===== src/rtl/srefPkg.sv =====
package srefPkg;
  typedef enum logic [1:0] {CMD_NOP = 2'd0, CMD_PREA = 2'd1, CMD_REF = 2'd2, CMD_ZQCL = 2'd3} cmdT;
  typedef enum logic [2:0] {W_TRP, W_CKSRE, W_CKSRX, W_XS, W_ZQ} waitSelT;
  typedef enum logic [3:0] {S_IDLE, S_PRE, S_TRP, S_SRE, S_CKSRE, S_SR,
                            S_CKSRX, S_XS, S_ZQ, S_ZQW} stateT;
  typedef struct packed {
    logic     loadWait;
    waitSelT  waitSel;
    logic     loadRes;
    logic     resIsDll;
  } strobeT;
endpackage


===== src/rtl/srefTimer.sv =====
module srefTimer import srefPkg::*; #(
  parameter int CNT_W = 8
) (
  input  logic             clk,
  input  logic             rstN,
  input  strobeT           strobe,
  input  logic [CNT_W-1:0] cfgTrp,
  input  logic [CNT_W-1:0] cfgTcksre,
  input  logic [CNT_W-1:0] cfgTckesr,
  input  logic [CNT_W-1:0] cfgTcksrx,
  input  logic [CNT_W-1:0] cfgTxs,
  input  logic [CNT_W-1:0] cfgTxsdll,
  input  logic [CNT_W-1:0] cfgTzq,
  output logic             waitDone,
  output logic             resDone
);
  localparam logic [CNT_W-1:0] ONE = CNT_W'(1);

  logic [CNT_W-1:0] waitCnt, resCnt, waitVal, resVal;

  always_comb begin
    case (strobe.waitSel)
      W_TRP:   waitVal = cfgTrp;
      W_CKSRE: waitVal = cfgTcksre;
      W_CKSRX: waitVal = cfgTcksrx;
      W_XS:    waitVal = cfgTxs;
      W_ZQ:    waitVal = cfgTzq;
      default: waitVal = '0;
    endcase
    resVal = strobe.resIsDll ? cfgTxsdll : cfgTckesr;
  end

  // Phase counter: a wait state lasts max(N,1) cycles
  always_ff @(posedge clk or negedge rstN) begin
    if (!rstN) waitCnt <= '0;
    else if (strobe.loadWait) waitCnt <= waitVal;
    else if (waitCnt != '0) waitCnt <= waitCnt - ONE;
  end

  // Residency / DLL-lock counter runs alongside the phase counter
  always_ff @(posedge clk or negedge rstN) begin
    if (!rstN) resCnt <= '0;
    else if (strobe.loadRes) resCnt <= resVal;
    else if (resCnt != '0) resCnt <= resCnt - ONE;
  end

  assign waitDone = (waitCnt <= ONE);
  assign resDone  = (resCnt == '0);
endmodule


===== src/rtl/srefCtrl.sv =====
module srefCtrl import srefPkg::*; (
  input  logic   clk,
  input  logic   rstN,
  input  logic   enterReq,
  input  logic   exitReq,
  input  logic   banksIdle,
  input  logic   waitDone,
  input  logic   resDone,
  output strobeT strobe,
  output logic   cke,
  output cmdT    cmd,
  output logic   odtEn,
  output logic   clkStopOk,
  output logic   readyNoDll,
  output logic   readyDll
);
  stateT state, nextState;
  logic  exitPending, inSref;

  assign inSref = (state == S_SRE) || (state == S_CKSRE) || (state == S_SR);

  always_comb begin
    nextState = state;
    strobe    = '{loadWait: 1'b0, waitSel: W_TRP, loadRes: 1'b0, resIsDll: 1'b0};
    case (state)
      S_IDLE:  if (enterReq && banksIdle) nextState = S_PRE;
      S_PRE: begin
        nextState = S_TRP;
        strobe.loadWait = 1'b1; strobe.waitSel = W_TRP;
      end
      S_TRP: if (waitDone) begin
        nextState = S_SRE;
        strobe.loadRes = 1'b1;
      end
      S_SRE: begin
        nextState = S_CKSRE;
        strobe.loadWait = 1'b1; strobe.waitSel = W_CKSRE;
      end
      S_CKSRE: if (waitDone) nextState = S_SR;
      S_SR: if ((exitPending || exitReq) && resDone) begin
        nextState = S_CKSRX;
        strobe.loadWait = 1'b1; strobe.waitSel = W_CKSRX;
      end
      S_CKSRX: if (waitDone) begin
        nextState = S_XS;
        strobe.loadWait = 1'b1; strobe.waitSel = W_XS;
        strobe.loadRes  = 1'b1; strobe.resIsDll = 1'b1;
      end
      S_XS: if (waitDone) nextState = S_ZQ;
      S_ZQ: begin
        nextState = S_ZQW;
        strobe.loadWait = 1'b1; strobe.waitSel = W_ZQ;
      end
      S_ZQW: if (waitDone && resDone) nextState = S_IDLE;
      default: nextState = S_IDLE;
    endcase
  end

  always_ff @(posedge clk or negedge rstN) begin
    if (!rstN) begin
      state       <= S_IDLE;
      exitPending <= 1'b0;
    end else begin
      state       <= nextState;
      exitPending <= inSref && (exitPending || exitReq);
    end
  end

  always_comb begin
    cmd = CMD_NOP;
    if (state == S_PRE) cmd = CMD_PREA;
    if (state == S_SRE) cmd = CMD_REF;
    if (state == S_ZQ)  cmd = CMD_ZQCL;
  end

  assign cke        = !(inSref || (state == S_CKSRX));
  assign odtEn      = (state == S_IDLE);
  assign clkStopOk  = (state == S_SR);
  assign readyNoDll = (state == S_IDLE) || (state == S_ZQW);
  assign readyDll   = (state == S_IDLE);
endmodule


===== src/rtl/srefSeq.sv =====
module srefSeq import srefPkg::*; #(
  parameter int CNT_W = 8
) (
  input  logic             clk,
  input  logic             rstN,
  input  logic             enterReq,
  input  logic             exitReq,
  input  logic             banksIdle,
  input  logic [CNT_W-1:0] cfgTrp,
  input  logic [CNT_W-1:0] cfgTcksre,
  input  logic [CNT_W-1:0] cfgTckesr,
  input  logic [CNT_W-1:0] cfgTcksrx,
  input  logic [CNT_W-1:0] cfgTxs,
  input  logic [CNT_W-1:0] cfgTxsdll,
  input  logic [CNT_W-1:0] cfgTzq,
  output logic             cke,
  output logic [1:0]       cmd,
  output logic             odtEn,
  output logic             clkStopOk,
  output logic             readyNoDll,
  output logic             readyDll
);
  strobeT strobe;
  logic   waitDone, resDone;
  cmdT    cmdInt;

  srefTimer #(.CNT_W(CNT_W)) uTimer (
    .clk(clk), .rstN(rstN), .strobe(strobe),
    .cfgTrp(cfgTrp), .cfgTcksre(cfgTcksre), .cfgTckesr(cfgTckesr),
    .cfgTcksrx(cfgTcksrx), .cfgTxs(cfgTxs), .cfgTxsdll(cfgTxsdll),
    .cfgTzq(cfgTzq), .waitDone(waitDone), .resDone(resDone)
  );

  srefCtrl uCtrl (
    .clk(clk), .rstN(rstN), .enterReq(enterReq), .exitReq(exitReq),
    .banksIdle(banksIdle), .waitDone(waitDone), .resDone(resDone),
    .strobe(strobe), .cke(cke), .cmd(cmdInt), .odtEn(odtEn),
    .clkStopOk(clkStopOk), .readyNoDll(readyNoDll), .readyDll(readyDll)
  );

  assign cmd = cmdInt;
endmodule


===== config.mk =====
export PLATFORM = sky130hd
export DESIGN_NAME = srefSeq
export DESIGN_NICKNAME = d
export VERILOG_FILES = /design/src/rtl/srefPkg.sv /design/src/rtl/srefTimer.sv /design/src/rtl/srefCtrl.sv /design/src/rtl/srefSeq.sv
export SDC_FILE = /design/constraint.sdc
export NUM_CORES = 1
export LEC_CHECK = 0
export ABC_AREA = 1
export BUFFER_PORTS_ARGS = -buffer_cell sky130_fd_sc_hd__buf_4
export CORE_MARGIN = 8
export CORE_UTILIZATION = 30
export CTS_CLUSTER_DIAMETER = 50
export DETAILED_ROUTE_END_ITERATION = 6
export HOLD_SLACK_MARGIN = 0.06
export PLACE_DENSITY = 0.56
export SYNTH_ARGS = -nofsm -noshare
export SYNTH_HDL_FRONTEND = slang
export SYNTH_SLANG_ARGS = --single-unit
export TNS_END_PERCENT = 1

===== constraint.sdc =====
create_clock -name clk -period 1.5 [get_ports clk]
set_input_delay 0.225 -clock clk [delete_from_list [all_inputs] [get_ports clk]]
set_output_delay 0.225 -clock clk [all_outputs]
set_load 0.05 [all_outputs]

* Word-level counts from Yosys, hierarchy flattened
Index checks and enable logic that the tools add are counted.
Operators by class: add/sub/neg operators 2, multiply operators 0, div/mod/pow operators 0, magnitude comparators 1, equal/unequal tests 20, shift-type cells 0, mux-type cells 23, bitwise operators 0, reduce and logical (&&, ||, !) cells 18
Operator list (count):
- $mux 8 | 5
- $pmux 4 s10 | 1
- $pmux 8 s5 | 1
- $mux 4 | 8
- $pmux 4 s5 | 1
- $eq 4x3->1 const B | 4
- $reduce_bool 8->1 | 2
- $sub 8x1->8 const B | 2
- $ne 2x1->1 const B | 7
- $eq 4x2->1 const B | 2
- $eq 4x4->1 const B | 2
- $le 8x1->1 const B | 1
- $logic_not 8->1 | 1
- $reduce_and 7->1 | 1
- $eq 3x2->1 const B | 2
- $mux 6 | 1
- $logic_or 1x1->1 | 5
- $eq 4x1->1 const B | 1
- $logic_and 1x1->1 | 4
- $logic_not 4->1 | 1
- $mux 2 | 2
- $reduce_bool 2->1 | 2
- $eq 3x1->1 const B | 1
- $eq 3x3->1 const B | 1
- 4 further kinds | 6
Storage, ports and cells: register bits after elaboration 21, latch bits 0, bits in writable memories 0, memory bits (read-only) 0, bits of input ports 61, output and inout bits 7, memories kept 0

* Longest topological paths before layout
Gate-level depths: netlist (run 1).
word-level depth 7, depth in mapped cells 11, depth with buffers taken out 11

* By module
A second synthesis (run 1) with hierarchy kept.
Unflattened totals: cells, all modules 317, area, all modules 1930.6 um^2
Modules (own cells, without submodules):
- srefTimer | instances 1, cells an instance 247, area each 1500.2 um^2, sequential area each 400.4 um^2
- srefCtrl | instances 1, cells an instance 70, area each 430.4 um^2, sequential area each 125.1 um^2

* Worst setup path before layout (run 1)
No wires, ideal clock.
path kind register -> output, start register uCtrl.state[2], end output readyNoDll, data arrival time 1896 ps, setup slack -621 ps, cell stages (with the launch flop) 7, path buffers 1, path through dfrtp_1 > buf_4 > nor2_1 > inv_1 > nor2_1 > inv_1 > nand2_1
On the way: word-level cells in the longest chain between the ends 2, elaborated cells between the ends (all ways) 3, those cells by class 1 x eq/ne; 2 x reduce/logical
RTL lines:
- from (decl) | RTL line srefCtrl.sv:17 | stateT state, nextState;
- from (signal assigned) | RTL line srefCtrl.sv:64 | state <= nextState;
- $logic_not 4->1
- net odtEn | RTL line srefSeq.sv:18 | output logic odtEn,
- $logic_or 1x1->1 | RTL line srefCtrl.sv:79 | assign readyNoDll = (state == S_IDLE) || (state == S_ZQW);
- to (decl) | RTL line srefSeq.sv:20 | output logic readyNoDll,
The timed path passes the listed nets, and every way through them passes these cells.

* Final worst setup path (run 1)
start register uCtrl.state[2], end output cmd[0]
On the way: word-level cells in the longest chain between the ends 4, elaborated cells between the ends (all ways) 6, those cells by class 3 x eq/ne; 3 x mux
RTL lines:
- $eq 4x1->1 | RTL line srefCtrl.sv:71 | if (state == S_PRE) cmd = CMD_PREA;
- $mux 1 | RTL line srefCtrl.sv:71
- $mux 2 | RTL line srefCtrl.sv:72 | if (state == S_SRE) cmd = CMD_REF;
- $mux 2 * | RTL line srefCtrl.sv:73 | if (state == S_ZQ) cmd = CMD_ZQCL;
- to (decl) | RTL line srefSeq.sv:17 | output logic [1:0] cmd,
Every way passes the cells marked *; elsewhere a longest branch is shown, timed or not.

==> run metrics, run 1 <==
drt wl/cell=between 10 and 15 µm; Synth warnings=0; drt initial violations=68; Slew headroom=0.814; # setup viols final=23; Avg Cell Area, Syn=6.47 µm²; fin crit share=1.09; DIE AREA=around 9100 µm²; IO Pins=68; non-filler cells, final=roughly 500; CORE AREA=just over 6000 µm²; CP Launch Point=uCtrl.state[2]; Startpoint Class=register; number of synthesized flops with an enable pin=0; Yosys reg bits=21; Core Rows=29; Skew-Pair Late Insertion Delay=~0.26 ns; sequential share of the synthesized area=0.278; CTS tree=built; global-route wire length before repair=~11000 µm; vias in the first global route=around 2500; FFs w/ async S/R, synth=1.00; area share of the largest cell type after synthesis=0.278; critical path capture point type=primary output; RSZ-0062 raised after global routing=yes; beginning of the worst hold path=cfgTckesr[1]; failing checks=negative setup slack; minimum clock period=between 1.5 and 2 ns; outcome=complete, but fails checks; Detail Placement HPWL=between 5000 and 6000 µm; Crit Path Category=reg2out; worst hold path class=in2reg; Synth area leaders=dfrtp_1, nand2_1, nor2_1, inv_1, nand4_1; syn nets=between 300 and 400; WL final=approximately 6600 µm; worst reg2reg path depth=9; largest net degree at the start of global routing=22; Least-Margin Pin Slew=roughly 0.28 ns; Detail Route Antenna Nets=0; PortBufs=between 60 and 70; final max-slew violation count=0; P_leak=between 1.5 and 2 nW; Data required, critical path=~1.3 ns; CTS Buffer Depth=2; clk sink count=21; GP Congestion=around 0.79; total gr overflow=0; vias after detailed routing=between 2000 and 2500; Hold Vio Cnt, Final=0; total track usage=0.153; drt first pass iters=4; DIE WIDTH=around 95 µm; Layout Nets=495; Antenna Cells=0; Max-Cap Viols=0; # placed instances=~500; fillers=between 500 and 600; peak supply drop=about 440 µV; Clock Pin Slew Worst Setup and Hold Paths=around 0.090 ns; Fmax=609 MHz; area of the mapped netlist=around 1900 µm²; Syn-to-layout area delta=82.6%; clock root buffer=clkbuf_8; drt via density=roughly 4.7; Initial Utilization=0.304; Setup Skew=roughly 0.011 ns; CP Max Fanout=4; Critical Path AT=1.42 ns; initial antenna violation count=0; RR Startpoint=uTimer.resCnt[1]; layout cells sized above 1=0.512; drc violations=0; Synth area leader=dfrtp_1; Worst Hold Depth=3; Die H=95.3 µm; TritonCTS Buffers=3; dominant synthesized flop cell=dfrtp_1; PnR worst setup slack=-0.141 ns; Synth cell types=36; Power Dens Cells=between 700 and 800 nW/µm²; Post-Synthesis Cells=around 290; H-tree levels=1; post-layout util=0.556
## cells in the mapped netlist (2+ instances only)
cell / n
a21oi_1: 18
a31oi_1: 2
buf_2: 3
buf_4: 2
buf_6: 2
dfrtp_1: 21
ha_1: 5
inv_1: 30
inv_2: 8
nand2_1: 83
nand2_2: 2
nand3_1: 18
nand3_2: 2
nand4_1: 15
nor2_1: 34
nor2_2: 2
nor2_4: 2
nor3_1: 3
o21ai_0: 11
o21ai_1: 5
o221ai_1: 4
or2_2: 2
xor2_1: 5
## placed cells by master, fill, tap and decap left out, types with 8 or more instances in the layout
master	Yosys	routed
inv_2	8	16
nand2_1	83	74
dfrtp_1	21	20
nor2_1	34	19
o21ai_0	11	8
inv_1	30	20
nor2_2	2	8
buf_4	2	116
nand3_1	18	13
a21oi_1	18	11
buf_6	2	14
nor2_4	2	11
nand4_1	15	15
## metrics by stage
stage / hold WS [ns] / instance area, µm² / worst slack (ns) / total power [mW] / setup TNS [ns]
after floorplan: -0.0706 / 1950 / -0.0545 / 1.34 / -0.668
after global placement: 0.128 / 2940 / -0.164 / 1.86 / -2.26
after detailed placement: 0.129 / 2940 / -0.241 / 1.87 / -3.45
after CTS: 0.219 / 3270 / -0.132 / 2.34 / -2.38
after global routing: 0.272 / 3450 / -0.254 / 2.68 / -4.73
final: 0.217 / 3450 / -0.141 / 2.47 / -2.09
## worst paths after layout
kind	endpoint	slack, ns
min in group asynchronous	uCtrl.state[2]	0.39
max in group asynchronous	uTimer.waitCnt[1]	0.88
hold reg to reg	uTimer.resCnt[0]	0.56
setup reg to reg	uCtrl.state[2]	-0.11
hold / removal	uTimer.resCnt[1]	0.22
setup / recovery	cmd[0]	-0.14
## layout make-up
cell class	instances	area [µm²]	area share
clock buffer	3	41.3	0.0120
clock inverter	1	7.51	0.00218
inverter	38	155	0.0450
multi-input combinational	225	1440	0.417
sequential	21	527	0.153
tap	77	96.3	0.0279
timing repair buffer	140	1180	0.343
## power by group
| part | total [mW] | internal, mW | switching [mW] |
|---|---|---|---|
| clock network | 0.386 | 0.188 | 0.199 |
| logic | 1.32 | 0.686 | 0.637 |
| registers | 0.762 | 0.681 | 0.0806 |
| total | 2.47 | 1.56 | 0.916 |
## worst max-delay path, cell delays in order, from the launching register on
cell and delay [ns]:
dfrtp_1 0.40, buf_6 0.14, nor2_4 0.15, inv_2 0.08, o21ai_4 0.14, buf_6 0.11
buf_8 0.13
## registers in the layout, indices dropped and copies added, names as in the netlist
register           flops
uCtrl.exitPending      1
uTimer.resCnt          8
uTimer.waitCnt         8
uCtrl.state            4
## per-layer routing
metal,up-vias,share of wire,track usage
met5,-,0,0
met4,0,0.012,0.0507
met3,6,0.041,0.0252
met2,50,0.51,0.259
met1,1074,0.44,0.193
li1,1236,-,-
## cells by family after synthesis
logic type	share of synthesized area
mux	0.00530
xor+xnor	0.0232
fa+ha+maj	0.0331
flops	0.278
simple gates	0.408
compound gates	0.147
buf+inv	0.105
## timing repair
action	CTS	global route
pin swaps	13	17
setup buffers	8	4
gates resized for setup	60	36
endpoints found under the hold margin	21	0
setup endpoints to repair	27	27
hold buffers	1	0
cloned	0	1
(Power assumes the default switching activity.)
==> inputs of run 2 (changes only) <==
- ABC_AREA: 1 -> default
==> run 2 against run 1 <==
  * The run still ends with negative setup slack left
  * Die area down 3.1%
  * Global-route usage down 1.1 points
  * Power up 60%
  * Critical path type is now reg2reg
  * Highest routed layer unchanged
==> run metrics, run 2 <==
Data required, critical path=1.66 ns (+0.39 ns); Least-Margin Pin Slew=0.446 ns (+0.167 ns); commonest non-fill, non-tap cells in the layout=buf_4, a21oi_1, dfrtp_1; Metal-1 WL=2860 µm (-1.6%); IO Pins=68 (unchanged); setup TNS=-10.70 ns (-8.62 ns); Synth warnings=0 (unchanged); clock root buffer=clkbuf_8; area share of the largest cell type after synthesis=0.289 (+0.0109); dominant synthesized flop cell=dfrtp_1; sequential share of the synthesized area=0.289 (+0.0109); Die H=93.8 µm (-1.6%); WL final=6570 µm (-0.58%); most common cell after layout, fill and taps aside=buf_4; peak supply drop=709 µV (+62%); worst hold slack=0.225 ns (+0.00780 ns); Core Rows=28 (-3.4%); drt via density=5.05 (+7.8%); Crit Path Category=reg2reg; Post-Synthesis Cells=205 (-30%); CORE AREA=5890 µm² (-5.1%); failing checks=negative setup slack; drc violations=0 (unchanged); total track usage=0.143 (-0.0106); minimum clock period=2.03 ns (+0.393 ns); largest registers=uTimer.resCnt (8), uTimer.waitCnt (8), uCtrl.state (4); PnR worst setup slack=-0.534 ns (-0.393 ns); Detail Placement HPWL=4910 µm (-6.3%); Syn-to-layout area delta=72.2%; CP Launch Point=uTimer.waitCnt[5]; H-tree levels=1 (unchanged); met2 routed WL=3210 µm (-3.8%); Max-Cap Viols=0 (unchanged); clk sink count=21 (unchanged); Crit Reg-Reg Endpoint=uTimer.resCnt[5]; Power Dens Cells=1260 nW/µm² (+76%); Antenna Cells=0 (unchanged); worst hold path class=in2reg; drt wl/cell=16.3 µm (+24%); Startpoint Class=register; top cells by count, synth=a21oi_1, dfrtp_1, nor2_1; Synth area leaders=dfrtp_1, a21oi_1, a22oi_1, xnor2_1, ha_1; Detail Route Antenna Nets=0 (unchanged); Layout Nets=396 (-20%); crit path to=uTimer.resCnt[5]; critical path capture point type=register; TritonCTS Buffers=3 (unchanged); GP Congestion=0.835 (+5.7%); Avg Cell Area, Syn=8.86 µm² (+37%); drt first pass iters=4 (unchanged); Hold Vio Cnt, Final=0 (unchanged); Max Used Layer=met4; Worst Path Buf+Inv=3 (-1); total gr overflow=0 (unchanged); most common cell in the netlist=a21oi_1; CTS Buffer Depth=2 (unchanged); fillers=540 (-8.6%); worst reg2reg path depth=7 (-2); RR Startpoint=uTimer.waitCnt[5]; Initial Utilization=0.309 (+0.00438); Yosys reg bits=21 (unchanged); DIE AREA=8800 µm² (-3.1%); Slew headroom=0.702 (-0.112); FFs w/ async S/R, synth=1.00 (unchanged); initial antenna violation count=0 (unchanged); DIE WIDTH=93.8 µm (-1.6%); Setup Skew=0.00227 ns (-0.00896 ns); Synth cell types=52 (+44%); Synth area leader=dfrtp_1; final max-slew violation count=0 (unchanged); delay-heaviest family, CP=simple AND/OR/NAND/NOR gates; PortBufs=67 (unchanged); r2r setup slk=-0.53 ns (-0.42 ns); outcome=complete, but fails checks; CP Max Fanout=7 (+3); Worst path slowest cell=or4_4; Fmax=492 MHz (-19%); global-route wire length before repair=10100 µm (-11%); CTS tree=built; fin crit share=1.36 (+0.262); number of synthesized flops with an enable pin=0 (unchanged); vias after detailed routing=2040 (-14%); Skew-Pair Late Insertion Delay=0.27 ns (about the same); layout cells sized above 1=0.538 (+0.0263); syn nets=271 (-24%); drt initial violations=103 (+51%); P_leak=1.40 nW (-21%); largest net degree at the start of global routing=22 (unchanged); vias in the first global route=2078 (-18%); area of the mapped netlist=1820 µm² (-3.8%); Clock Pin Slew Worst Setup and Hold Paths=0.09 ns (about the same); Slowest Stage Delay on Critical Path=0.61 ns (+0.21 ns); # setup viols final=27 (+17%); DR WL met3=389 µm (+42%); Cell Chain, Critical Path=or4_4, buf_4, nor4_4, buf_4, buf_6, mux2i_1, mux2i_1; post-layout util=0.531 (-0.0243); Crit path depth=7 (+1); Critical Path AT=2.19 ns (+0.77 ns); RSZ-0062 raised after global routing=yes
==> run 2: timing repair <==
| item | CTS | global route |
|---|---|---|
| endpoints found under the hold margin | 21 | 0 |
| hold buffers | 1 | 0 |
| cloned | 0 | 1 |
| setup buffers | 1 | 6 |
| gates resized for setup | 35 | 19 |
| endpoints found under the setup margin | 27 | 27 |
| pin swaps | 10 | 13 |
==> run 2: metrics by stage <==
| stage | power, mW | area [µm²] | std cells | worst slack (ns) |
|---|---|---|---|---|
| detailed placement | 3.27 | 2780 | 391 | -0.812 |
| finish | 3.96 | 3130 | 404 | -0.534 |
| floorplan | 2.31 | 1860 | 205 | -0.471 |
| global placement | 3.25 | 2780 | 391 | -0.698 |
| global route | 4.25 | 3130 | 404 | -0.608 |
| CTS | 3.80 | 2970 | 397 | -0.587 |
==> run 2: worst min path at each step <==
stage	startpoint	end	slack, ns	depth (start not counted)
6_report	cfgTxs[5]	uTimer.waitCnt[5]	0.22	3
3_3_place_gp	rstN	uTimer.waitCnt[7]	0.14	1
3_5_place_dp	rstN	uTimer.waitCnt[7]	0.14	1
5_1_grt	cfgTxs[5]	uTimer.waitCnt[5]	0.23	3
2_1_floorplan	rstN	uCtrl.exitPending	-0.07	0
4_1_cts	cfgTxs[5]	uTimer.waitCnt[5]	0.23	3
==> run 2: worst reg2reg max path, cell delays in order (launching register included) <==
cell	delay [ns]
dfrtp_1	0.39
or4_4	0.61
buf_4	0.18
nor4_4	0.13
buf_4	0.19
buf_6	0.15
mux2i_1	0.19
mux2i_1	0.09
==> run 2: power breakdown <==
group	total [mW]	switching [mW]	leakage (nW)	internal, mW
combinational	2.60	1.25	1.13	1.35
sequential	0.951	0.146	0.237	0.804
clock	0.400	0.214	0.0255	0.186
==> run 2: cells by family (layout without fill, tap and decap cells) <==
| kind of cell | count (synthesis) | after routing | synth area share |
|---|---|---|---|
| fa+ha+maj | 5 | 5 | 0.0344 |
| mux | 8 | 8 | 0.0455 |
| flops | 21 | 21 | 0.289 |
| buf+inv | 22 | 146 | 0.0730 |
| xor+xnor | 12 | 12 | 0.0579 |
| simple gates | 63 | 63 | 0.228 |
| compound gates | 74 | 74 | 0.272 |
==> run 2: layout make-up <==
| type | count | area (µm²) | share of cell area |
|---|---|---|---|
| Timing Repair Buffer | 131 | 1070 | 0.342 |
| Clock inverter | 1 | 5.00 | 0.00160 |
| Clock buffer | 3 | 41.3 | 0.0132 |
| Inverter | 11 | 45.0 | 0.0144 |
| Multi-Input combinational cell | 162 | 1350 | 0.430 |
| Tap cell | 75 | 93.8 | 0.0300 |
| Sequential cell | 21 | 527 | 0.168 |
==> run 2: layer usage <==
| metal | track usage | vias to the layer above |
|---|---|---|
| li1 | - | 1021 |
| met1 | 0.183 | 963 |
| met3 | 0.0304 | 6 |
| met4 | 0.0410 | 0 |
| met5 | 0 | - |
| met2 | 0.233 | 50 |
